$ cat config.mk
export PLATFORM = sky130hd
export DESIGN_NAME = trim_ctrl
export DESIGN_NICKNAME = d
export VERILOG_FILES = /design/src/rtl/trim_pkg.sv /design/src/rtl/trim_sync.sv /design/src/rtl/trim_step.sv /design/src/rtl/trim_nv.sv /design/src/rtl/trim_ctrl.sv
export SDC_FILE = /design/constraint.sdc
export NUM_CORES = 1
export LEC_CHECK = 0
export ABC_AREA = 1
export CAP_MARGIN = 20
export CORE_ASPECT_RATIO = 1.2
export CORE_MARGIN = 1
export CORE_UTILIZATION = 30
export DETAILED_ROUTE_END_ITERATION = 12
export HOLD_SLACK_MARGIN = 0.06
export MAX_ROUTING_LAYER = met4
export SLEW_MARGIN = 30
export SYNTH_ARGS = -nofsm -noshare
export SYNTH_HDL_FRONTEND = slang
export SYNTH_SLANG_ARGS = --single-unit
$ cat constraint.sdc
create_clock -name clk -period 1.6 [get_ports clk]
set_input_delay 0.16 -clock clk [delete_from_list [all_inputs] [get_ports clk]]
set_output_delay 0.16 -clock clk [all_outputs]
set_load 0.02 [all_outputs]
$ cat src/rtl/trim_pkg.sv
package trim_pkg;
  localparam int NPINS   = 3;
  localparam int IDX_SEL = 2;
  localparam int IDX_INC = 1;
  localparam int IDX_DIR = 0;

  typedef enum logic {
    NV_RECALL = 1'b0,
    NV_RUN    = 1'b1
  } nv_state_e;
endpackage

$ cat src/rtl/trim_sync.sv
module trim_sync #(
  parameter int N = 3
) (
  input  logic         clk,
  input  logic         rst_ni,
  input  logic [N-1:0] pins,
  output logic [N-1:0] cur,
  output logic [N-1:0] prev
);
  // Two-stage synchronizer plus one history stage per pin; all reset high
  for (genvar g = 0; g < N; g++) begin : g_bit
    logic meta_q, cur_q, prev_q;
    always_ff @(posedge clk or negedge rst_ni) begin
      if (!rst_ni) begin
        meta_q <= 1'b1;
        cur_q  <= 1'b1;
        prev_q <= 1'b1;
      end else begin
        meta_q <= pins[g];
        cur_q  <= meta_q;
        prev_q <= cur_q;
      end
    end
    assign cur[g]  = cur_q;
    assign prev[g] = prev_q;
  end
endmodule

$ cat src/rtl/trim_step.sv
module trim_step #(
  parameter int W = 7
) (
  input  logic         clk,
  input  logic         rst_ni,
  input  logic         load,
  input  logic [W-1:0] load_val,
  input  logic         step_en,
  input  logic         step_up,
  output logic [W-1:0] code
);
  localparam logic [W-1:0] TOP = '1;
  localparam logic [W-1:0] BOT = '0;

  logic [W-1:0] code_q, code_d;

  always_comb begin
    code_d = code_q;
    if (load) begin
      code_d = load_val;
    end else if (step_en) begin
      if (step_up) begin
        if (code_q != TOP) code_d = code_q + 1'b1;
      end else begin
        if (code_q != BOT) code_d = code_q - 1'b1;
      end
    end
  end

  always_ff @(posedge clk or negedge rst_ni) begin
    if (!rst_ni) code_q <= '0;
    else         code_q <= code_d;
  end

  assign code = code_q;

  // outside a load, the code moves by at most one position per cycle
  assert_single_step_R3: assert property (@(posedge clk) disable iff (!rst_ni)
    !$past(load) |-> (code_q == $past(code_q)) ||
                     (code_q == $past(code_q) + 1'b1) ||
                     (code_q == $past(code_q) - 1'b1));

  assert_sat_top_R5: assert property (@(posedge clk) disable iff (!rst_ni)
    (!load && step_en && step_up && code_q == TOP) |=> code_q == TOP);

  assert_sat_bot_R5: assert property (@(posedge clk) disable iff (!rst_ni)
    (!load && step_en && !step_up && code_q == BOT) |=> code_q == BOT);
endmodule

$ cat src/rtl/trim_nv.sv
module trim_nv
  import trim_pkg::*;
#(
  parameter int W            = 7,
  parameter int WRITE_CYCLES = 1_000_000
) (
  input  logic         clk,
  input  logic         rst_ni,
  input  logic         rd_ack,
  input  logic         store_req,
  input  logic [W-1:0] code,
  input  logic         wr_fail,
  output logic         rd_req,
  output logic         ready,
  output logic         wr_req,
  output logic [W-1:0] wr_data,
  output logic         busy,
  output logic         err
);
  localparam int CW = $clog2(WRITE_CYCLES + 1);
  localparam logic [CW-1:0] CNT_LOAD = CW'(WRITE_CYCLES);

  nv_state_e     state_q, state_d;
  logic [CW-1:0] cnt_q, cnt_d;
  logic          wr_req_q, wr_req_d;
  logic [W-1:0]  wr_data_q, wr_data_d;
  logic          err_q, err_d;
  logic          start;

  assign rd_req = (state_q == NV_RECALL);
  assign ready  = (state_q == NV_RUN);
  assign busy   = (cnt_q != '0);
  assign start  = ready && store_req && !busy;

  always_comb begin
    state_d   = state_q;
    cnt_d     = cnt_q;
    wr_data_d = wr_data_q;
    wr_req_d  = start;
    err_d     = err_q | (busy & wr_fail);
    if (state_q == NV_RECALL && rd_ack) state_d = NV_RUN;
    if (start) begin
      cnt_d     = CNT_LOAD;
      wr_data_d = code;
    end else if (busy) begin
      cnt_d = cnt_q - 1'b1;
    end
  end

  always_ff @(posedge clk or negedge rst_ni) begin
    if (!rst_ni) begin
      state_q   <= NV_RECALL;
      cnt_q     <= '0;
      wr_req_q  <= 1'b0;
      wr_data_q <= '0;
      err_q     <= 1'b0;
    end else begin
      state_q   <= state_d;
      cnt_q     <= cnt_d;
      wr_req_q  <= wr_req_d;
      wr_data_q <= wr_data_d;
      err_q     <= err_d;
    end
  end

  assign wr_req  = wr_req_q;
  assign wr_data = wr_data_q;
  assign err     = err_q;

  assert_ready_holds_R2: assert property (@(posedge clk) disable iff (!rst_ni)
    ready |=> ready);

  assert_wr_single_R7: assert property (@(posedge clk) disable iff (!rst_ni)
    wr_req_q |=> !wr_req_q);

  assert_no_store_busy_R9: assert property (@(posedge clk) disable iff (!rst_ni)
    wr_req_q |-> !$past(busy));

  assert_wr_sets_busy_R9: assert property (@(posedge clk) disable iff (!rst_ni)
    wr_req_q |-> busy);

  assert_err_sticky_R10: assert property (@(posedge clk) disable iff (!rst_ni)
    err_q |=> err_q);
endmodule

$ cat src/rtl/trim_ctrl.sv
module trim_ctrl
  import trim_pkg::*;
#(
  parameter int WIDTH        = 7,
  parameter int WRITE_CYCLES = 1_000_000
) (
  input  logic             clk,
  input  logic             rst_n,
  input  logic             sel_n,
  input  logic             inc,
  input  logic             dir,
  output logic             nv_rd_req,
  input  logic             nv_rd_ack,
  input  logic [WIDTH-1:0] nv_rd_data,
  output logic             nv_wr_req,
  output logic [WIDTH-1:0] nv_wr_data,
  input  logic             nv_wr_fail,
  output logic [WIDTH-1:0] dac_code,
  output logic             ready,
  output logic             busy,
  output logic             wear_err
);
  // Reset: asserted asynchronously, released after two clock edges
  logic [1:0] rst_pipe;
  logic       rst_ni;

  always_ff @(posedge clk or negedge rst_n) begin
    if (!rst_n) rst_pipe <= 2'b00;
    else        rst_pipe <= {rst_pipe[0], 1'b1};
  end
  assign rst_ni = rst_pipe[1];

  logic [NPINS-1:0] pin_s, pin_p;

  trim_sync #(.N(NPINS)) u_sync (
    .clk    (clk),
    .rst_ni (rst_ni),
    .pins   ({sel_n, inc, dir}),
    .cur    (pin_s),
    .prev   (pin_p)
  );

  logic inc_fall, sel_rise, step_en, store_req, load;

  assign inc_fall  = pin_p[IDX_INC] & ~pin_s[IDX_INC];
  assign sel_rise  = ~pin_p[IDX_SEL] & pin_s[IDX_SEL];
  assign step_en   = ready & ~pin_s[IDX_SEL] & inc_fall;
  assign store_req = sel_rise & pin_s[IDX_INC];
  assign load      = nv_rd_req & nv_rd_ack;

  trim_step #(.W(WIDTH)) u_step (
    .clk      (clk),
    .rst_ni   (rst_ni),
    .load     (load),
    .load_val (nv_rd_data),
    .step_en  (step_en),
    .step_up  (pin_s[IDX_DIR]),
    .code     (dac_code)
  );

  trim_nv #(.W(WIDTH), .WRITE_CYCLES(WRITE_CYCLES)) u_nv (
    .clk       (clk),
    .rst_ni    (rst_ni),
    .rd_ack    (nv_rd_ack),
    .store_req (store_req),
    .code      (dac_code),
    .wr_fail   (nv_wr_fail),
    .rd_req    (nv_rd_req),
    .ready     (ready),
    .wr_req    (nv_wr_req),
    .wr_data   (nv_wr_data),
    .busy      (busy),
    .err       (wear_err)
  );

  assert_standby_hold_R6: assert property (@(posedge clk) disable iff (!rst_ni)
    (ready && pin_s[IDX_SEL]) |=> $stable(dac_code));

  assert_discard_no_write_R8: assert property (@(posedge clk) disable iff (!rst_ni)
    ($rose(pin_s[IDX_SEL]) && !pin_s[IDX_INC]) |=> !nv_wr_req);

  assert_no_step_unready_R2: assert property (@(posedge clk) disable iff (!rst_ni)
    (!ready && !load) |=> $stable(dac_code));
endmodule

# Yosys cells after proc, flatten, opt, wreduce, memory -nomap -nowiden

Index checks and enable logic that the tools add are counted.
W data, S select, Z words.

Word-level logic and storage cells: 49
Bits in registers: 47
Output and inout port bits: 19
Input port bits: 14

Eq/ne operators: 2
Bitwise logic cells: 12
Add/sub/neg operators: 3
Multiplexer cells: 7
Reduce and logical (&&, ||, !) cells: 10

Operators by type and width:

| cell                    | count |
|---|---|
| $mux W20                | 2 |
| $mux W7                 | 5 |
| $reduce_bool A20 Y1     | 1 |
| $sub A20 B1 Y20 const B | 1 |
| $add A7 B1 Y7 const B   | 1 |
| $and A1 B1 Y1           | 7 |
| $ne A7 B7 Y1 const B    | 1 |
| $reduce_bool A7 Y1      | 1 |
| $sub A7 B1 Y7 const B   | 1 |
| $not A1 Y1              | 4 |
| $reduce_bool A2 Y1      | 2 |
| $logic_and A1 B1 Y1     | 3 |
| $ne A3 B2 Y1 const B    | 1 |
| $reduce_and A3 Y1       | 1 |
| $reduce_bool A3 Y1      | 1 |
| $logic_not A1 Y1        | 1 |
| $or A1 B1 Y1            | 1 |

# Depth between registers and ports, before layout

Word-level depth: 6
Depth in mapped cells: 11
Depth with buffers taken out: 11

# Hierarchy

From an unflattened synthesis, not the netlist that was laid out.

Cell total of the unflattened synthesis: 344
Area, all modules: 2,680.1 um2

Modules (own cells, without submodules):

| module    | cells each | area each (um2) | seq. area each (um2) | times used |
|---|---|---|---|---|
| trim_nv   | 197        | 1,579.0         | 750.7                | 1 |
| trim_step | 120        | 729.4           | 175.2                | 1 |
| trim_sync | 15         | 281.5           | 236.5                | 1 |
| trim_ctrl | 12         | 90.1            | 50.0                 | 1 |

# Worst setup path after synthesis

No wires, ideal clock.

Path type: register to register
From: register u_nv.cnt_q[0]
To: register u_nv.cnt_q[3]
Slack: -0.056 ns
Path buffers: 0
Setup time: 0.128 ns
Clock period less this slack: 1.656 ns
Arrival: 1.528 ns
Stages on the path, launching flop included: 8
Required time: 1.472 ns
Cell sequence: dfrtp_1 -> clkinv_1 -> ha_1 -> nand2_2 -> nor2_4 -> nand4_1 -> nand3_1 -> o21ai_0

Word-level cells in the longest chain between the ends: 4
Elaborated cells between the ends (all ways): 7
Those cells by class: 1 x add/sub; 2 x mux; 4 x reduce/logical

RTL lines:

| item                                           | RTL line        | text |
|---|---|---|
| start: declaration                             | trim_nv.sv:24   | `logic [CW-1:0] cnt_q, cnt_d;` |
| start signal: assignment                       | trim_nv.sv:59   | `cnt_q <= cnt_d;` |
| $reduce_bool A20 Y1 *                          | trim_nv.sv:32   | `assign busy = (cnt_q != '0);` |
| via busy                                       | trim_ctrl.sv:20 | `output logic busy,` |
| $logic_not A1 Y1                               | trim_nv.sv:33   | `assign start = ready && store_req && !busy;` |
| $logic_and A1 B1 Y1                            | trim_nv.sv:33   |  |
| $mux W20 or $reduce_bool A2 Y1 (tied branches) | -               |  |

The timed path passes the listed nets; every way through them passes the cells marked *. The select of a mux whose other input is x is not followed.
A chain may end at the register's enable or synchronous reset.

# Final worst setup path

From: register u_sync.g_bit[0].cur_q
To: register u_step.code_q[6] (netlist: u_step.code[6])

Word-level cells in the longest chain between the ends: 3
Elaborated cells between the ends (all ways): 6
Those cells by class: 1 x eq/ne; 3 x mux; 2 x reduce/logical

RTL lines:

| item                     | RTL line        | text |
|---|---|---|
| start: declaration       | trim_sync.sv:12 | `logic meta_q, cur_q, prev_q;` |
| start signal: assignment | trim_sync.sv:20 | `cur_q <= meta_q;` |
| $mux W7                  | trim_step.sv:22 | `if (step_up) begin` |
| $mux W7                  | trim_step.sv:21 | `end else if (step_en) begin` |
| $mux W7                  | trim_step.sv:19 | `if (load) begin` |
| end signal: assignment   | trim_step.sv:32 | `else code_q <= code_d;` |
| end: declaration         | trim_step.sv:15 | `logic [W-1:0] code_q, code_d;` |

Parallel ways exist; a longest one is shown, timed or not. The select of a mux whose other input is x is not followed.

==> reports/results.tsv <==
metric	value	unit
status	finished with violations	
violations	negative setup slack	
finalSetupViolations	8	
p_per_area	947	nW/um2
fin_area	3750	um2
cap_viol_max_count	0	
cts_tree	yes	
via_per_inst	4.53	
num_rows	37	
whs	248	ps
dieArea	9280	um2
min_period	1780	ps
dr_total_vias	2400	
synth_xor_area_share	1.97	%
p_total	3550	uW
dpl.hpwl	4.60	mm
grt_pass1_vias	2412	
rsz0062_at_grt	yes	
hold_path.class	reg2async	
root_buffer	clkbuf_8	
dr.pass1.iters	6	
routed_wl	6.42	mm
grt_pass1_wl	11.1	mm
fin_crit_sh	112	%
drt_iter0_markers	109	
crit_path_end_kind	flip-flop	
ir_drop	0.000385	V
cts-htree-levels	2	
wl_per_cell	12.1	um
avgSynthCellArea	8.06	um2
port_buffers	32	
ys_seq_area_share	44.4	%
cts_made_buffers	5	
finalHoldViolCount	0	
grt_max_degree	46	
track_usage	15.7	%
critPathLaunchType	flip-flop	
clock_latency	300	ps
drc_errors	0	
synthMuxAreaShare	0	%
core_area	8610	um2
numClockSinks	47	
power_leakage	0.00178	uW
cp.arrival	1980	ps
diodes	0	
grt-busiest-layer	met2	
mostFrequentLayoutCell	nand2_1	
syn_nets	352	
slew_viol_final	0	
synth_compound_area_share	7.55	%
die_w	88.1	um
clkTransAtPathRegs	90	ps
ys_warn_count	0	
final_cell_mix	nand2_1 (90), buf_4 (39), dfrtp_1 (38)	
layout_setup_ws	-184	ps
syn_area	2670	um2
io_pins	33	
grt_antenna_before_repair	0	
synthArstFlopShare	100	%
synth-simple-area-share	34.2	%
ys_seq_elements	47	
antenna_left	0	
grtUsageMet3	2.58	%
clock.fmax	0.560	GHz
yosysUniqueCellTypes	36	
use_met1	19.3	%
layout-drive-gt1-share	32.7	%
die_h	105	um
placed_area	3440	um2
synth_top_family_by_area	simple AND/OR/NAND/NOR gates	
crit_path_max_fanout	8	
synth_cells	331	
finalClockSkew	5.04	ps
cts.path.max_buffers	2	
synth-edff-count	0	
final_nets	433	
area_growth	40.5	%
initial_core_util	31.0	%
place_congestion	0.953	
synth_ff_type	dfrtp_1	
worstSetupPathType	reg2reg	
use_met2	25.7	%
synth-adder-area-share	3.56	%
crit_required	1800	ps
overflow	0	
-- cells in the mapped netlist, types with 2 or more instances --
cell type    n  share of area (%)
a21oi_2      2               0.66
nand2_2      5                1.2
nor2_1      30                4.2
xnor2_1      4                1.3
nand3_1     22                4.1
nor3_1       3               0.56
buf_6        2               0.84
clkinv_1     2               0.28
nand2_1    101                 14
dfstp_2      8                7.9
nand4_1      8                1.9
nor2_2       7                1.6
nor2_4       4                1.7
o21ai_2      8                2.6
xor2_1       2               0.66
dfrtp_1     39                 37
nand3b_1     5                1.4
inv_1       43                6.0
ha_1         6                2.8
a21oi_1      4               0.75
o21ai_0     11                2.1
-- stage by stage --
step                std cells  TNS, ps  util [%]  setup slack, ps
finish                    530     -832      43.5             -184
global route              530    -1700      43.5             -293
global placement          515     -320      40.0            -98.2
CTS                       526     -556      42.5             -114
floorplan                 331        0         -             23.9
detailed placement        515     -562      40.0            -99.1
-- flip-flops by register name, indices dropped and copies added, names as in the netlist --
register / cells
rst_pipe: 2
u_step.code: 7
u_sync.g_bit.meta_q: 3
u_sync.g_bit.cur_q: 3
u_nv.ready: 1
u_nv.cnt_q: 20
u_nv.err: 1
u_nv.wr_data: 7
u_sync.g_bit.prev_q: 2
u_nv.wr_req: 1
-- power breakdown --
part | switching, uW | internal [uW] | leakage [uW] | total (uW)
Sequential | 162 | 1290 | 0.000561 | 1450
Combinational | 770 | 613 | 0.00118 | 1380
Clock | 406 | 306 | 0.0000412 | 713
Total | 1340 | 2210 | 0.00178 | 3550
-- layer usage --
layer | share of wire [%] | vias up
li1 | - | 1209
met1 | 44 | 1085
met2 | 49 | 84
met3 | 4.6 | 22
met4 | 2.9 | 0
met5 | 0 | -
-- worst max-delay path, cell delays in order (launching register included) --
cell and delay [ps]:
dfstp_2 570, clkinvlp_4 110, buf_12 160, ha_4 260, nand2_1 80, nand2_2 70
nand2_1 90, nand3_2 80, nand2_1 80, nand3_1 70, nand2_1 70, nand2_1 40
-- path summary, 6_finish.rpt --
check	startpoint	endpoint	slack [ps]	cells after the start
worst min-delay path	rst_pipe[1]	u_nv.wr_req	250	1
max in group asynchronous	rst_n	rst_pipe[1]	930	2
worst max register to register	u_sync.g_bit[0].cur_q	u_step.code[6]	-180	11
worst min register to register	rst_pipe[1]	u_nv.wr_req	250	1
worst max-delay path	u_sync.g_bit[0].cur_q	u_step.code[6]	-180	11
min in group clk	sel_n	u_sync.g_bit[2].meta_q	260	1
-- timing repair --
| action | 4_1_cts | 5_1_grt |
|---|---|---|
| setup endpoints to repair | 10 | 27 |
| resized for setup | 31 | 28 |
| hold buffers | 1 | 0 |
| pin swaps | 5 | 15 |
| gates cloned | 0 | 1 |
| hold endpoints to repair | 2 | 0 |
| setup buffers | 2 | 3 |
-- final cells by class --
cell class              instances  area, um2
clock inverters                 2       12.5
flip-flops and latches         47       1190
repair buffers                 77        716
well taps                     117        146
multi-input cells             233       1420
fillers                       855       4860
inverters                      48        194
clock buffers                   6       72.6
-- cells by family (layout without fill, tap and decap cells) --
| kind of cell | count (synthesis) | count (layout) |
|---|---|---|
| AOI/OAI and AO/OA | 28 | 28 |
| xor gates and xnor gates | 6 | 6 |
| adders and majority gates | 7 | 7 |
| buffers and inverters | 51 | 133 |
| DFF | 47 | 47 |
| other | 1 | 1 |
| and+or+nand+nor | 191 | 191 |
(Power assumes the default switching activity.)
